File: config.mk
export PLATFORM = sky130hd
export DESIGN_NAME = serial_answer_rx
export DESIGN_NICKNAME = d
export VERILOG_FILES = /design/src/rtl/serial_answer_rx.sv
export SDC_FILE = /design/constraint.sdc
export NUM_CORES = 1
export LEC_CHECK = 0
export CAP_MARGIN = 20
export CELL_PAD_IN_SITES_DETAIL_PLACEMENT = 0
export CELL_PAD_IN_SITES_GLOBAL_PLACEMENT = 1
export CORE_MARGIN = 2
export CORE_UTILIZATION = 52
export DETAILED_ROUTE_END_ITERATION = 16
export DONT_BUFFER_PORTS = 1
export PLACE_DENSITY = 0.94
export SLEW_MARGIN = 0
export SYNTH_ARGS = -nofsm -noshare
export SYNTH_HDL_FRONTEND = slang
export SYNTH_SLANG_ARGS = --single-unit
export TNS_END_PERCENT = 20
File: constraint.sdc
create_clock -name clk -period 4.9 [get_ports clk]
set_input_delay 0.98 -clock clk [delete_from_list [all_inputs] [get_ports clk]]
set_output_delay 0.98 -clock clk [all_outputs]
set_load 0.01 [all_outputs]
File: src/rtl/serial_answer_rx.sv
module serial_answer_rx #(
  parameter int         CPB         = 4,
  parameter int         PKT_BYTES   = 28,
  parameter logic [7:0] DELIM       = 8'h40,
  parameter logic [7:0] MASTER_ADDR = 8'hC0,
  parameter logic [7:0] CRC_POLY    = 8'h07,
  parameter int         TMO_BITS    = 64,
  parameter int         IDLE_BITS   = 11
) (
  input  logic                           clk,
  input  logic                           rst_n,
  input  logic                           rx,
  output logic                           pkt_valid,
  output logic                           pkt_err,
  output logic [7:0]                     slave_id,
  output logic [7:0]                     fw_id,
  output logic [7:0]                     instr,
  output logic [8*(PKT_BYTES-7)-1:0]     payload
);
  localparam int PW       = 8*(PKT_BYTES-7);
  localparam int PHW      = $clog2(CPB+1);
  localparam int IW       = $clog2(PKT_BYTES);
  localparam int TMO_CYC  = TMO_BITS*CPB;
  localparam int IDLE_CYC = IDLE_BITS*CPB;
  localparam int TW       = $clog2(TMO_CYC+1);
  localparam int DW       = $clog2(IDLE_CYC+1);
  localparam logic [PHW-1:0] PH_LAST = PHW'(CPB-1);
  localparam logic [PHW-1:0] PH_MID  = PHW'(CPB/2);
  localparam logic [IW-1:0]  I_LAST  = IW'(PKT_BYTES-1);
  localparam logic [IW-1:0]  I_PLAST = IW'(PKT_BYTES-3);
  localparam logic [TW-1:0]  T_LAST  = TW'(TMO_CYC-1);
  localparam logic [DW-1:0]  D_LAST  = DW'(IDLE_CYC-1);

  typedef enum logic [1:0] {HUNT, COLLECT, DRAIN} pst_t;

  function automatic logic [7:0] crc_step(input logic [7:0] c, input logic [7:0] d);
    logic [7:0] x;
    x = c ^ d;
    for (int i = 0; i < 8; i++) x = x[7] ? ((x << 1) ^ CRC_POLY) : (x << 1);
    return x;
  endfunction

  // byte framing
  logic [1:0]     sync;
  logic           busy, byte_stb, frame_err;
  logic [PHW-1:0] ph;
  logic [3:0]     bit_n;
  logic [7:0]     sh;
  wire            rx_s = sync[1];

  always_ff @(posedge clk) begin
    if (!rst_n) begin
      sync <= 2'b11; busy <= 1'b0; ph <= '0; bit_n <= '0; sh <= '0;
      byte_stb <= 1'b0; frame_err <= 1'b0;
    end else begin
      sync      <= {sync[0], rx};
      byte_stb  <= 1'b0;
      frame_err <= 1'b0;
      if (!busy) begin
        if (!rx_s) begin busy <= 1'b1; ph <= PHW'(1); bit_n <= '0; end
      end else begin
        ph <= (ph == PH_LAST) ? '0 : ph + 1'b1;
        if (ph == PH_LAST) bit_n <= bit_n + 1'b1;
        if (ph == PH_MID) begin
          if (bit_n == 4'd0) begin
            if (rx_s) busy <= 1'b0;
          end else if (bit_n <= 4'd8) sh <= {rx_s, sh[7:1]};
          else if (!rx_s) begin busy <= 1'b0; frame_err <= 1'b1; end
          else if (bit_n == 4'd10) begin busy <= 1'b0; byte_stb <= 1'b1; end
        end
      end
    end
  end

  // packet assembly
  pst_t          st;
  logic [IW-1:0] idx;
  logic [7:0]    crc;
  logic [TW-1:0] tmo;
  logic [DW-1:0] idle_cnt;

  always_ff @(posedge clk) begin
    if (!rst_n) begin
      st <= HUNT; idx <= '0; crc <= '0; tmo <= '0; idle_cnt <= '0;
      pkt_valid <= 1'b0; pkt_err <= 1'b0;
      slave_id <= '0; fw_id <= '0; instr <= '0; payload <= '0;
    end else begin
      pkt_valid <= 1'b0;
      pkt_err   <= 1'b0;
      case (st)
        HUNT:
          if (byte_stb && sh == DELIM) begin
            st <= COLLECT; idx <= IW'(1); crc <= crc_step(8'h00, sh); tmo <= '0;
          end
        COLLECT:
          if (frame_err) begin
            pkt_err <= 1'b1; st <= HUNT;
          end else if (byte_stb) begin
            tmo <= '0;
            crc <= crc_step(crc, sh);
            idx <= idx + 1'b1;
            if (idx == IW'(1) && sh != MASTER_ADDR) begin st <= DRAIN; idle_cnt <= '0; end
            if (idx == IW'(2)) slave_id <= sh;
            if (idx == IW'(3)) fw_id    <= sh;
            if (idx == IW'(4)) instr    <= sh;
            if (idx >= IW'(5) && idx <= I_PLAST) payload <= {sh, payload[PW-1:8]};
            if (idx == I_LAST) begin
              st <= HUNT;
              if (sh == crc) pkt_valid <= 1'b1;
              else           pkt_err   <= 1'b1;
            end
          end else if (tmo == T_LAST) begin
            pkt_err <= 1'b1; st <= HUNT;
          end else tmo <= tmo + 1'b1;
        DRAIN:
          if (!rx_s)                  idle_cnt <= '0;
          else if (idle_cnt == D_LAST) st <= HUNT;
          else                         idle_cnt <= idle_cnt + 1'b1;
        default: st <= HUNT;
      endcase
    end
  end

  AST_PULSE_EXCL: assert property (@(posedge clk) disable iff (!rst_n)
    !(pkt_valid && pkt_err));
  AST_VALID_SINGLE: assert property (@(posedge clk) disable iff (!rst_n)
    pkt_valid |=> !pkt_valid);
  AST_ERR_SINGLE: assert property (@(posedge clk) disable iff (!rst_n)
    pkt_err |=> !pkt_err);
  AST_VALID_AFTER_BYTE: assert property (@(posedge clk) disable iff (!rst_n)
    pkt_valid |-> $past(byte_stb));
  AST_STOP_HIGH: assert property (@(posedge clk) disable iff (!rst_n)
    byte_stb |-> $past(rx_s));
  AST_GLITCH_IDLE: assert property (@(posedge clk) disable iff (!rst_n)
    (busy && ph == PH_MID && bit_n == 4'd0 && rx_s) |=> !busy);
  AST_TMO_BOUND: assert property (@(posedge clk) disable iff (!rst_n)
    tmo <= T_LAST);
endmodule

==> results.txt <==
----------------------------------------------------
[Timing]
  Slew Viols, Final ... 0
  Worst rel slew slack ... 0.305
  Clock skew after layout ... 16.0 ps
  Period utilisation layout ... 0.600
  Total of endpoints with negative setup slack in the final report ... 0
  Final sum of negative setup slack ... 0 ps
  Slew at the pin closest to its max-slew limit ... 1040 ps
  Setup repair after global routing missed its margin ... no
  Minimum period implied by the final worst setup slack ... 2940 ps
  Max Fclk ... 340 MHz
  Final-report hold violation count ... 0

[Pwr]
  Design internal power ... 3.15 mW
  Static power due to leakage ... 3.72 nW
  Power density cells ... 334 nW/um2
  Maximum ir drop on the vdd rail ... 0.227 mV
  Combinational cell fraction of total power ... 0.010
  Reg power frac ... 0.497
  P_sw ... 850 uW
  Clk pwr share ... 0.493
  Switching power share of the total ... 0.212

[Floorplan]
  Die Y-Extent ... 151 um
  DIE AREA ... 22,800 um2
  Overall die width ... 151 um
  Core Area ... 21,200 um2
  Initial core utilization ... 0.532
  I/O pin cnt ... 197
  Placement row count ... 53

[Logic synthesis]
  Primary flip-flop cell chosen by synthesis mapping ... dfxtp_1
  Number of synthesized register bits ... 244
  Most common library cells after synthesis ... dfxtp_1, a21oi_1, o31ai_1
  Total standard cell area after synthesis ... 11,300 um2
  Number of synthesized flops with an enable pin ... 0
  Register area share after synthesis ... 0.434
  Area share of the largest cell type after synthesis ... 0.434
  Number of warnings reported in the yosys synthesis log ... 0
  Syn Inst Count ... 1,271
  Async set or reset register ratio after synthesis ... 0
  Most repeated cell in the gate-level netlist after synthesis ... dfxtp_1
  Distinct cells, synth ... 65
  Leading area contributor after synthesis ... dfxtp_1
  Syn_nets ... 1,293
  Mean instance size in the synthesized netlist ... 8.85 um2
  Leading post-synthesis cells by cell area ... dfxtp_1, o31ai_1, nand4_1

[Detailed routing]
  Antenna-violating nets left ... 0
  Mean number of vias per cell ... 6.76
  Pre-antenna DRT Iters ... 7
  Detailed-route wire length per cell ... 21.5 um
  Iter 0 DRT Violations ... 957
  Wirelength, routed ... 30.9 mm
  Number of vias in the routed layout ... 9,698
  Post-route DRC violation count ... 0

[Global routing]
  First-pass GRT wire length ... 48.3 mm
  Global-route track usage on met2 ... 0.382
  Vias in the first global route ... 8,878
  Maximum number of pins on one net before global-route repair ... 170
  Most utilized layer in the global route result ... met2
  Total grt overflow ... 0
  Antenna violations before repair ... 0
  Total GRT Usage ... 0.255
  Global Route met3 Usage ... 0.0864
  Met1 GRT Util ... 0.348

[Placed design]
  Placed wire-length estimate ... 17.6 mm
  # port buffers ... 0
  Final GP Congestion ... 0.827

[Final layout]
  Final layout net count ... 1,165
  Area growth, synth to finish ... 6.29%
  Diode count ... 0
  Final standard cell utilization of the core ... 0.565
  Share of cells above drive strength 1 ... 0.0621

[Status]
  Status ... completed

[Setup path]
  Crit Path Class ... reg -> reg
  Slowest Stage Delay on Critical Path ... 600 ps
  Sequence of cells on the critical path ... inv_1, ha_1, o31ai_1, nand2_4, buf_4, nand4_1, a21oi_1
  CP Capture Type ... flip-flop
  Critical path required time ... 5260 ps
  Critical path buffer and inverter count ... 2
  Peak fanout along the critical path ... 95
  Top cell family by delay on the critical path ... simple AND/OR/NAND/NOR gates
  Critical Path AT ... 3300 ps
  Nature of the critical path startpoint ... flip-flop
  Slowest stage cell on the critical path ... buf_4

[CTS]
  Longest Clk Path Bufs ... 3
  Post-cts hold buffer count ... 0
  Clock-pin slew reported for the worst setup and hold paths after clock tree synthesis ... 60 ps
  TritonCTS clock tree ... built
  Root Driver ... clkbuf_16
  Htree depth ... 1
  Number of buffers added for setup after CTS ... 0
  Number of sinks handled by clock tree synthesis ... 244
  Total clock buffers created by CTS ... 26
  Clock latency on the worst-skew pair ... 540 ps
  Number of instances resized during post-cts repair ... 0

[Min path]
  Worst Hold Class ... reg -> reg

[Job]
  Maxcap violations ... 0

----------------------------------------------------
[worst register-to-register path, stage by stage (launching register included)]
cell	delay [ps]
dfxtp_1	430
inv_1	90
ha_1	210
o31ai_1	430
nand2_4	590
buf_4	710
nand4_1	250
a21oi_1	80
[layer usage]
layer | vias to the layer above | share of wire
li1 | 4593 | -
met1 | 4676 | 0.42
met2 | 381 | 0.46
met3 | 48 | 0.11
met4 | 0 | 0.022
met5 | - | 0
[registers in the layout, summed over array words and instances (netlist names)]
register,count
tmo,9
bit_n,4
pkt_valid,1
idle_cnt,6
byte_stb,1
ph,3
sync,2
crc,8
instr,8
frame_err,1
fw_id,8
pkt_err,1
sh,8
slave_id,8
busy,1
idx,5
payload,168
st,2
[final timing paths]
path / start / to / slack, ps / cells after the start
hold reg to reg: sync[0] / sync[1] / 420 / 1
setup reg to reg: idx[1] / payload[131] / 1960 / 7
setup / recovery: idx[1] / payload[131] / 1960 / 7
hold / removal: sync[0] / sync[1] / 420 / 1
[metrics by stage]
stage / hold WS [ps] / total power, mW / setup slack, ps / instance area (um2) / cells
floorplan: 386 / 2.07 / 2900 / 11300 / 1271
finish: 416 / 4.00 / 1960 / 12000 / 1435
detailed placement: 400 / 2.07 / 2050 / 11100 / 1390
CTS: 419 / 4.04 / 2010 / 12000 / 1435
global route: 440 / 4.13 / 1770 / 12000 / 1435
global placement: 400 / 2.07 / 2140 / 11100 / 1389
[power groups by stage]
stage	Sequential (mW)	Clock [mW]	Combinational (mW)
after global placement	2.03	0	0.0405
after detailed placement	2.03	0	0.0406
after global routing	1.99	2.10	0.0451
after floorplan	2.03	0	0.0366
final	1.99	1.97	0.0404
after CTS	1.99	2.01	0.0407
[cell usage in the layout, fill, tap and decap left out, drive strengths merged, types with 5 or more instances in the layout]
| master | netlist | layout |
|---|---|---|
| xor2 | 7 | 7 |
| o21ai | 17 | 17 |
| nand3 | 19 | 19 |
| nand2 | 19 | 19 |
| nand4 | 171 | 171 |
| o21bai | 6 | 6 |
| nand2b | 8 | 8 |
| nand3b | 7 | 7 |
| o31ai | 172 | 172 |
| and3 | 8 | 8 |
| mux2i | 33 | 33 |
| nor2 | 35 | 35 |
| or3 | 5 | 5 |
| a31oi | 6 | 6 |
| xnor2 | 25 | 25 |
| ha | 19 | 19 |
| a21oi | 195 | 195 |
| nor4 | 5 | 5 |
| dfxtp | 244 | 244 |
| nor3 | 7 | 7 |
| inv | 22 | 23 |
| o211ai | 12 | 12 |
| clkbuf | 111 | 36 |
| buf | 59 | 14 |
[cell type report]
class | count | area (um2)
tap | 275 | 344
clock buffer | 36 | 738
fill | 1872 | 9190
inverter | 22 | 87.6
clock inverter | 9 | 119
sequential | 244 | 4880
timing repair buffer | 14 | 175
multi-input combinational | 835 | 5610
[kinds of logic after synthesis]
family | Yosys count | synth area share
simple gates | 311 | 0.165
xor+xnor | 34 | 0.0290
buf+inv | 192 | 0.0713
fa+ha+maj | 19 | 0.0211
mux | 33 | 0.0294
compound gates | 438 | 0.251
flops | 244 | 0.434
Note: power is estimated with default switching activity, not from simulation.
